[config.mk]
export PLATFORM = sky130hd
export DESIGN_NAME = ctl_word_latch
export DESIGN_NICKNAME = d
export VERILOG_FILES = /design/src/rtl/ctlw_pkg.sv /design/src/rtl/ctlw_sync.sv /design/src/rtl/ctlw_shift.sv /design/src/rtl/ctlw_active.sv /design/src/rtl/ctl_word_latch.sv
export SDC_FILE = /design/constraint.sdc
export NUM_CORES = 1
export LEC_CHECK = 0
export CAP_MARGIN = 20
export CORE_MARGIN = 5
export CORE_UTILIZATION = 40
export DETAILED_ROUTE_END_ITERATION = 8
export GPL_ROUTABILITY_DRIVEN = 0
export HOLD_SLACK_MARGIN = 0.03
export PLACE_DENSITY = 0.6
export SETUP_SLACK_MARGIN = 0.5
export SYNTH_ARGS = -nofsm -noshare
export SYNTH_HDL_FRONTEND = slang
export SYNTH_SLANG_ARGS = --single-unit
export TNS_END_PERCENT = 30
[constraint.sdc]
create_clock -name clk -period 1.67 [get_ports clk]
set_clock_uncertainty 0.15 [all_clocks]
set_input_delay 0.501 -clock clk [delete_from_list [all_inputs] [get_ports clk]]
set_output_delay 0.501 -clock clk [all_outputs]
set_load 0.005 [all_outputs]
[src/rtl/ctlw_pkg.sv]
// Package: shared widths and the control word layout.
// Assumes the code field sits in the most significant bits, so the first
// serial bit shifted in ends up in the code MSB.
package ctlw_pkg;
    localparam int CODE_W = 6;
    localparam int WORD_W = CODE_W + 2;
    localparam int CNT_W  = $clog2(WORD_W + 1);
    localparam int PIN_W  = CODE_W + 3;   // data pins, rx/tx, tone, strobe

    typedef struct packed {
        logic [CODE_W-1:0] code;
        logic              rx_tx;   // 0 = receive, 1 = transmit
        logic              aux;     // tone select in receive, phase reverse in transmit
    } ctl_word_t;
endpackage

[src/rtl/ctlw_sync.sv]
// Two-flop synchroniser bank. Each bit is synchronised on its own.
// Assumes the inputs are quasi-static pin levels: no bus coherency is implied.
module ctlw_sync #(
    parameter int W = 9
) (
    input  logic         clk,
    input  logic         rst_n,
    input  logic [W-1:0] async_i,
    output logic [W-1:0] sync_o
);
    for (genvar g = 0; g < W; g++) begin : g_bit
        logic meta_q, stable_q;
        // Two-stage capture of one pin into the clock domain
        always_ff @(posedge clk) begin
            if (!rst_n) begin
                meta_q   <= 1'b0;
                stable_q <= 1'b0;
            end else begin
                meta_q   <= async_i[g];
                stable_q <= meta_q;
            end
        end
        assign sync_o[g] = stable_q;
    end
endmodule

[src/rtl/ctlw_shift.sv]
// Serial holding register. Shifts one bit on each rising edge of the
// synchronised serial clock while enable is high, and counts the bits
// (the count saturates at the word width). Dropping enable clears the count.
// Assumes the serial clock is much slower than clk, so each edge is seen.
module ctlw_shift
    import ctlw_pkg::*;
(
    input  logic             clk,
    input  logic             rst_n,
    input  logic             en_i,
    input  logic             sclk_i,
    input  logic             sdata_i,
    output ctl_word_t        word_o,
    output logic [CNT_W-1:0] cnt_o,
    output logic             full_o
);
    logic [WORD_W-1:0] shreg_q;
    logic [CNT_W-1:0]  cnt_q;
    logic              sclk_q;
    logic              sclk_rise;

    assign sclk_rise = sclk_i & ~sclk_q;

    // Track the previous serial clock level for edge detection
    always_ff @(posedge clk) begin
        if (!rst_n) sclk_q <= 1'b0;
        else        sclk_q <= sclk_i;
    end

    // Shift data in and keep the saturating bit count
    always_ff @(posedge clk) begin
        if (!rst_n) begin
            shreg_q <= '0;
            cnt_q   <= '0;
        end else if (!en_i) begin
            cnt_q <= '0;
        end else if (sclk_rise) begin
            shreg_q <= {shreg_q[WORD_W-2:0], sdata_i};
            if (cnt_q != CNT_W'(WORD_W)) cnt_q <= cnt_q + 1'b1;
        end
    end

    assign word_o = ctl_word_t'(shreg_q);
    assign cnt_o  = cnt_q;
    assign full_o = (cnt_q == CNT_W'(WORD_W));
endmodule

[src/rtl/ctlw_active.sv]
// Active control register. In parallel mode it loads the pin word on every
// cycle that the strobe is high. In serial mode it loads the shifted word on
// a strobe rising edge, but only if a full word has been shifted. Otherwise
// it flags a one-cycle error.
// Assumes strobe_i has already been synchronised.
module ctlw_active
    import ctlw_pkg::*;
(
    input  logic      clk,
    input  logic      rst_n,
    input  logic      serial_i,
    input  logic      strobe_i,
    input  ctl_word_t par_word_i,
    input  ctl_word_t ser_word_i,
    input  logic      ser_full_i,
    output ctl_word_t act_o,
    output logic      rise_o,
    output logic      err_o
);
    logic      strobe_q;
    logic      err_q;
    ctl_word_t act_q;

    assign rise_o = strobe_i & ~strobe_q;

    // Remember the previous strobe level for edge detection
    always_ff @(posedge clk) begin
        if (!rst_n) strobe_q <= 1'b0;
        else        strobe_q <= strobe_i;
    end

    // Update the active word according to the selected mode
    always_ff @(posedge clk) begin
        if (!rst_n) begin
            act_q <= '0;
        end else if (!serial_i && strobe_i) begin
            act_q <= par_word_i;
        end else if (serial_i && rise_o && ser_full_i) begin
            act_q <= ser_word_i;
        end
    end

    // Pulse the error flag for a premature serial load
    always_ff @(posedge clk) begin
        if (!rst_n) err_q <= 1'b0;
        else        err_q <= serial_i & rise_o & ~ser_full_i;
    end

    assign act_o = act_q;
    assign err_o = err_q;
endmodule

[src/rtl/ctl_word_latch.sv]
// Top: dual-mode control word latch. Synchronises the pins, routes the
// serial roles of pin_d[5:3] to the shifter, and presents the active word
// with the auxiliary bit qualified by the receive/transmit flag.
// Assumes mode_serial is static while words are transferred.
module ctl_word_latch
    import ctlw_pkg::*;
(
    input  logic              clk,
    input  logic              rst_n,
    input  logic              mode_serial,
    input  logic [CODE_W-1:0] pin_d,
    input  logic              pin_rxtx,
    input  logic              pin_tone,
    input  logic              pin_strobe,
    output logic [CODE_W-1:0] code_o,
    output logic              rx_tx_o,
    output logic              tone_en_o,
    output logic              phase_rev_o,
    output logic              latch_err_o
);
    localparam int EN_BIT  = CODE_W - 1;
    localparam int DAT_BIT = CODE_W - 2;
    localparam int CLK_BIT = CODE_W - 3;

    logic [PIN_W-1:0] pin_s;
    ctl_word_t        par_word;
    ctl_word_t        ser_word;
    ctl_word_t        act_word;
    logic [CNT_W-1:0] ser_cnt;
    logic             ser_full;
    logic             strobe_rise;
    logic             ser_en;

    ctlw_sync #(.W(PIN_W)) u_sync (
        .clk     (clk),
        .rst_n   (rst_n),
        .async_i ({pin_strobe, pin_tone, pin_rxtx, pin_d}),
        .sync_o  (pin_s)
    );

    assign par_word = '{code: pin_s[CODE_W-1:0], rx_tx: pin_s[CODE_W], aux: pin_s[CODE_W+1]};
    assign ser_en   = mode_serial & pin_s[EN_BIT];

    ctlw_shift u_shift (
        .clk     (clk),
        .rst_n   (rst_n),
        .en_i    (ser_en),
        .sclk_i  (pin_s[CLK_BIT]),
        .sdata_i (pin_s[DAT_BIT]),
        .word_o  (ser_word),
        .cnt_o   (ser_cnt),
        .full_o  (ser_full)
    );

    ctlw_active u_active (
        .clk        (clk),
        .rst_n      (rst_n),
        .serial_i   (mode_serial),
        .strobe_i   (pin_s[PIN_W-1]),
        .par_word_i (par_word),
        .ser_word_i (ser_word),
        .ser_full_i (ser_full),
        .act_o      (act_word),
        .rise_o     (strobe_rise),
        .err_o      (latch_err_o)
    );

    assign code_o      = act_word.code;
    assign rx_tx_o     = act_word.rx_tx;
    assign tone_en_o   = act_word.aux & ~act_word.rx_tx;
    assign phase_rev_o = act_word.aux &  act_word.rx_tx;
endmodule

# Word level (Yosys, flattened, before mapping)

Index checks and enable logic that the tools add are counted.

Register bits: 41
Bits of input ports: 12
Output and inout bits: 10
Word-level logic and storage cells: 50

Add/sub/neg operators: 1
Equal/unequal tests: 2
Mux-type cells: 2
Bitwise operators: 11
Reduce and logical (&&, ||, !) cells: 8

Operators with widths:

| operator                                                       | number |
|---|---|
| 8-bit 2-to-1 mux                                               | 2 |
| 1-bit bitwise AND                                              | 7 |
| 2-bit AND reduction                                            | 3 |
| 4-bit by 1-bit adder with 4-bit output (second input constant) | 1 |
| 4-bit equality test (second input constant)                    | 1 |
| 4-bit inequality test (second input constant)                  | 1 |
| 1-bit NOT                                                      | 4 |
| 1-bit logical AND                                              | 3 |
| 2-bit nonzero test                                             | 1 |
| 1-bit logical NOT                                              | 1 |

# Logic depth before layout (Yosys ltp)

Gate-level depths: netlist (run 1).

Depth in word-level cells: 6
Depth in mapped cells: 7

# By module

A second synthesis (run 1) with hierarchy kept.

Cells, all modules: 147
Area total of the unflattened synthesis: 1561.5 µm²

By module, submodules not included:

| module         | instances | cells an instance | area an instance (µm²) |
|---|---|---|---|
| ctlw_sync      | 1         | 46                | 569.3 |
| ctlw_shift     | 1         | 54                | 553.0 |
| ctlw_active    | 1         | 44                | 416.6 |
| ctl_word_latch | 1         | 3                 | 22.5 |

# Worst setup path after synthesis (run 1)

No wires, ideal clock.

Kind: register to register
Start point: register u_shift.cnt_q[0] (netlist: u_shift.cnt_o[0])
End point: register u_active.act_q, in the netlist u_active.act_o[0]
Setup time: 0.138 ns
Arrival: 1.254 ns
Required time: 1.382 ns
Setup slack: 0.128 ns
Stages on the path, launching flop included: 8
Path through: dfxtp_1 inv_1 ha_1 and4bb_1 buf_2 buf_2 nand4_1 o221ai_1

Cells in the longest elaborated chain, start to end: 3

RTL lines:

| what                         | line              | text |
|---|---|---|
| from (decl)                  | ctlw_shift.sv:18  | `logic [CNT_W-1:0] cnt_q;` |
| from (signal assigned)       | ctlw_shift.sv:39  | `if (cnt_q != CNT_W'(WORD_W)) cnt_q <= cnt_q + 1'b1;` |
| 4-bit equality test          | ctlw_shift.sv:45  | `assign full_o = (cnt_q == CNT_W'(WORD_W));` |
| 1-bit logical AND            | ctlw_active.sv:38 | `end else if (serial_i && rise_o && ser_full_i) begin` |
| 2-bit nonzero test (no line) | n/a               |  |
| to (signal assigned)         | ctlw_active.sv:37 | `act_q <= par_word_i;` |
| to (signal assigned)         | ctlw_active.sv:39 | `act_q <= ser_word_i;` |
| to (decl)                    | ctlw_active.sv:22 | `ctl_word_t act_q;` |

No other way between the ends.
A chain may end at the register's enable or synchronous reset.

# Worst setup path in the final report (run 1)

Start point: register u_active.act_q, in the netlist u_active.act_o[1]
End point: output phase_rev_o

Cells in the longest elaborated chain, start to end: 1

RTL lines:

| what              | line                 | text |
|---|---|---|
| 1-bit bitwise AND | ctl_word_latch.sv:71 | `assign phase_rev_o = act_word.aux & act_word.rx_tx;` |
| to (decl)         | ctl_word_latch.sv:18 | `output logic phase_rev_o,` |

No other way between the ends.

==> flow_summary.yaml, run 1 <==
cells_and_area:
  area_delta_synth_final_pct: 29.6
  multiInputGateArea_um2: 719
  layout_common_cells: "nand2_1, dfxtp_1, buf_4"
  stdcell_area_um2: 2070
  ff_latch_area_um2: 837
  drive_above_1_share_pct: 32.8
  fillers: 361
  diodes: 0
  nNetsFinal: 218
floorplanning:
  die-area_um2: 5350
  die_h_um: 73.2
  die_width_um: 73.2
  initial_core_util_pct: 40.5
  coreArea_um2: 3940
  row_count: 23
  num_io_pins: 22
route:
  vias_per_cell: 5.16
  post_drt_wl_per_cell_um: 13.2
  drt-total-wl_um: 3350
  num_vias: 1311
  drc: 0
  drt_first_pass_iters: 4
  postRouteAntennaNets: 0
  drt_iter0_drc: 87
grt:
  grt_pass1_vias: 1246
  grt_max_degree: 20
  globalRouteOverflowTotal: 0
  grt_antenna_before_repair: 0
  track_usage_pct: 13.7
  grt_pass1_wl_um: 5600
sta:
  finalMaxSlewViolations: 0
  final_hold_viol_count: 0
  setup_viol: 0
  post-route-period-util_pct: 92.7
  slew_headroom_pct: 85.9
  fin_ws_ns: 0.123
  rsz0062_at_grt: "yes"
  tightest_slew_ns: 0.208
  period_needed_ns: 1.55
  maxClockFrequency_mhz: 646
yosys:
  avgSynthCellArea_um2: 9.44
  ys_warn_count: 0
  synth_cell_types: 32
  yosys_register_bits: 41
  async_reset_ff_share_pct: 0
  synth-seq-area-share_pct: 51.5
  postSynthCellCount: 169
  syn-num-nets: 183
  synth_ff_type: "dfxtp_1"
  synthesis.area_um2: 1600
  synth-edff-count: 0
clocking:
  cts_max_path_buffers: 2
  cts_tree: "built"
  numCtsBuffers: 5
  clock_latency_ns: 0.29
  htreeDepth: 2
  cts_root_buffer: "clkbuf_8"
  clock-sinks: 41
  clkTransAtPathRegs_ns: 0.07
  holdBufCountCts: 0
power:
  max-vdd-ir-drop_mv: 0.510
  p_clk_share_pct: 36.2
  p_int_uw: 1390
  power_frac_seq_pct: 57.9
  powerDensity_nw_per_um2: 847
  p_comb_share_pct: 5.9
  power_switching_share_pct: 20.8
  p_leak_uw: 0.000802
  p_sw_uw: 363
job:
  drv_cap: 0
setup_path:
  end_kind: "output pin"
  start_kind: "flop"
  required_ns: 1.02
  crit_type: "flop to output pin"
  crit_fanout: 4
  arrival_ns: 0.90
placed_design:
  dpl_cell_area_um2: 1860
  pre_cts_slack_ns: -0.208
  io_buffers: 21
  hpwlAfterDp_um: 2200
run_status:
  status: "complete, no violations"
min_path:
  hold_path.class: "flop to flop"
## flip-flops by register name (all words and copies together) (netlist names)
register	cells
u_sync.g_bit.meta_q	9
u_sync.g_bit.stable_q	9
u_active.act_o	8
u_shift.word_o	8
u_shift.cnt_o	4
u_active.err_o	1
u_active.strobe_q	1
u_shift.sclk_q	1
## kinds of logic (layout without fill, tap and decap cells)
| group | count (synthesis) | in the layout | share of synthesized area [%] |
|---|---|---|---|
| and+or+nand+nor | 74 | 75 | 25.5 |
| DFF | 41 | 41 | 51.5 |
| adders and majority gates | 2 | 2 | 1.57 |
| muxes | 1 | 1 | 0.627 |
| AOI/OAI and AO/OA | 31 | 31 | 13.7 |
| buffers and inverters | 20 | 54 | 7.14 |
## through the flow
step	setup TNS, ns	total power, µW	hold WS, ns	utilization [%]	instances
final	0	1750	0.275	52.4	254
after global routing	0	1830	0.302	52.4	254
after CTS	0	1770	0.278	50.9	251
after detailed placement	-3.53	1130	0.267	47.2	234
after global placement	-2.56	1130	0.261	47.2	234
after floorplan	0	1090	0.241	-	169
## path summary, 6_finish.rpt
| kind | startpoint | slack (ns) | endpoint | cells past startpoint |
|---|---|---|---|---|
| setup / recovery | u_active.act_o[1] | 0.12 | phase_rev_o | 2 |
| hold / removal | u_active.strobe_q | 0.27 | u_active.err_o | 1 |
| setup reg to reg | u_shift.cnt_o[0] | 0.23 | u_shift.cnt_o[0] | 5 |
| hold reg to reg | u_active.strobe_q | 0.27 | u_active.err_o | 1 |
## cell type report
type / count / area share, %
flip-flops and latches: 41 / 40.5
clock buffers: 7 / 4.18
repair buffers: 43 / 16.8
multi-input cells: 109 / 34.8
well taps: 50 / 3.03
inverters: 4 / 0.726
## synth_stat cells (2+ instances only)
cell type | count | area [µm²]
dfxtp_1 | 41 | 821
nand2_1 | 30 | 113
and2_1 | 21 | 131
a21oi_1 | 10 | 50.1
buf_4 | 9 | 67.6
nand4_1 | 8 | 50.1
o221ai_1 | 8 | 70.1
a22oi_1 | 4 | 30.0
a2bb2oi_1 | 4 | 35.0
buf_2 | 4 | 20.0
clkbuf_1 | 3 | 11.3
ha_1 | 2 | 25.0
inv_1 | 2 | 7.51
nor2_1 | 2 | 7.51
nor2b_1 | 2 | 12.5
o21ai_0 | 2 | 10.0
or3_1 | 2 | 12.5
## what timing repair did
action,in CTS,in global routing
resized for setup,63,8
cloned,2,0
setup endpoints to repair,51,31
pin swaps,3,6
buffers inserted,8,3
## worst max-delay path: stages (launching register included)
cell and delay [ns]:
dfxtp_4 0.37, and2_4 0.14, buf_6 0.10
## power by group through the flow
stage	Sequential (µW)	Clock (µW)	Combinational, µW
after floorplan	1030	0	59.7
after global placement	1040	0	95.1
after detailed placement	1040	0	97.5
after CTS	1010	657	100
after global routing	1010	706	112
final	1010	634	103
## routing by layer
metal,vias up,global-route usage [%],wire length (µm)
met2,35,21.2,1610
met3,5,3.44,167
met5,-,0,0
met1,617,17.2,1510
met4,0,7.99,53
li1,654,-,-
Note: power is estimated with default switching activity, not from simulation.
==> run 2, diff against run 1 <==
--- a/constraint.sdc
+++ b/constraint.sdc
@@ -3,3 +3,3 @@
 set_input_delay 0.501 -clock clk [delete_from_list [all_inputs] [get_ports clk]]
 set_output_delay 0.501 -clock clk [all_outputs]
-set_load 0.005 [all_outputs]
+set_load 0.01 [all_outputs]
==> run 2 against run 1 <==
Net effect:
- first-iteration DRC count shrank 2.3%
- sequential cell count is the same
- largest cell class unchanged
- largest power group unchanged
- sequential power is essentially flat
- register-to-register slack is essentially flat
==> flow_summary.yaml, run 2 (synthesized netlist as in run 1, its figures left out) <==
cells_and_area:
  reg_top3: "u_sync.g_bit.meta_q x9, u_sync.g_bit.stable_q x9"
  stdcell_area_um2: 2110
  area_delta_synth_final_pct: 32.1
  layout_common_cells: "nand2_1, dfxtp_1, buf_4"
  drive_above_1_share_pct: 33.0
  final_util_pct: 53.4
  nNetsFinal: 220
  diodes: 0
route:
  drt_first_pass_iters: 4
  post_drt_wl_per_cell_um: 13.1
  drc: 0
  drt_iter0_drc: 85
  vias_per_cell: 5.13
  drt-total-wl_um: 3340
  num_vias: 1312
  postRouteAntennaNets: 0
setup_path:
  crit_type: "flop to output pin"
  r2r_slack_ns: 0.23
  crit_fanout: 4
  cpPeakStageDelay_ns: 0.36
  worstPathCellList: "and2_4 > buf_6"
  path_buf_inv: 1
  arrival_ns: 0.90
  end_kind: "output pin"
  cp_top_family: "flip-flops"
  cp_slowest_cell: "dfxtp_4"
  start_kind: "flop"
  required_ns: 1.02
sta:
  period_needed_ns: 1.55
  post-route-period-util_pct: 92.7
  setup_viol: 0
  maxClockFrequency_mhz: 646
  timing.hold.ws_ns: 0.274
  tightest_slew_ns: 0.208
  finalMaxSlewViolations: 0
  slew_headroom_pct: 85.9
  final_hold_viol_count: 0
  rsz0062_at_grt: "yes"
clocking:
  holdBufCountCts: 0
  clock-sinks: 41
  numCtsBuffers: 5
  cts_max_path_buffers: 2
  clock_latency_ns: 0.29
  clkTransAtPathRegs_ns: 0.07
  cts_tree: "built"
  htreeDepth: 2
  cts_root_buffer: "clkbuf_8"
placed_design:
  dpl_cell_area_um2: 1860
  hpwlAfterDp_um: 2200
  io_buffers: 21
power:
  max-vdd-ir-drop_mv: 0.496
  p_leak_uw: 0.000815
  powerDensity_nw_per_um2: 831
  power_uw: 1750
grt:
  globalRouteOverflowTotal: 0
  grt_pass1_wl_um: 5590
  grt_max_degree: 20
  track_usage_pct: 13.7
  grt_antenna_before_repair: 0
  grt_pass1_vias: 1236
job:
  drv_cap: 0
floorplanning:
  row_count: 23
  die-area_um2: 5350
  initial_core_util_pct: 40.5
  coreArea_um2: 3940
  num_io_pins: 22
  die_width_um: 73.2
  die_h_um: 73.2
min_path:
  hold_path.class: "flop to flop"
run_status:
  status: "complete, no violations"
## run 2: cell count changes in the layout (fill, tap and decap cells not counted)
cell / delta
buf_6: +5
o221ai_1: +1
o221ai_2: -1
buf_2: -5
buf_4: +2
## run 2: where the power goes
group	switching [µW]	internal, µW
sequential	11.4	1000
clock	304	327
combinational	46.4	60.5
## run 2: worst paths after layout
path	end	cells after the start	startpoint
worst min-delay path	u_active.err_o	1	u_active.strobe_q
worst min register to register	u_active.err_o	1	u_active.strobe_q
worst max register to register	u_shift.cnt_o[0]	5	u_shift.cnt_o[0]
worst max-delay path	phase_rev_o	2	u_active.act_o[1]
## run 2: repair_timing
action                     4_1_cts  5_1_grt
pin swaps                        3        5
buffers inserted                 8        5
resized for setup               68        7
setup endpoints to repair       51       31
gates cloned                     2        0
## run 2: final cells by class
type / instances / area (µm²)
clock buffers: 7 / 86.3
fillers: 356 / 1840
inverters: 4 / 15.0
multi-input cells: 109 / 713
flip-flops and latches: 41 / 837
well taps: 50 / 62.6
repair buffers: 45 / 393
## run 2: layer usage
| layer | share of wire (%) | track usage (%) | routed length [µm] | up-vias |
|---|---|---|---|---|
| li1 | - | - | - | 656 |
| met1 | 43 | 17.1 | 1440 | 613 |
| met2 | 49 | 21.5 | 1630 | 38 |
| met3 | 6.6 | 3.31 | 220 | 5 |
| met4 | 1.6 | 7.38 | 55 | 0 |
| met5 | 0 | 0 | 0 | - |
## run 2: stage by stage
stage | TNS, ns | instances | setup WS, ns
6_report | 0 | 256 | 0.122
5_1_grt | 0 | 256 | 0.0768
4_1_cts | 0 | 251 | 0.0961
3_5_place_dp | -3.57 | 234 | -0.208
3_3_place_gp | -2.60 | 234 | -0.146
2_1_floorplan | 0 | 169 | 0.256
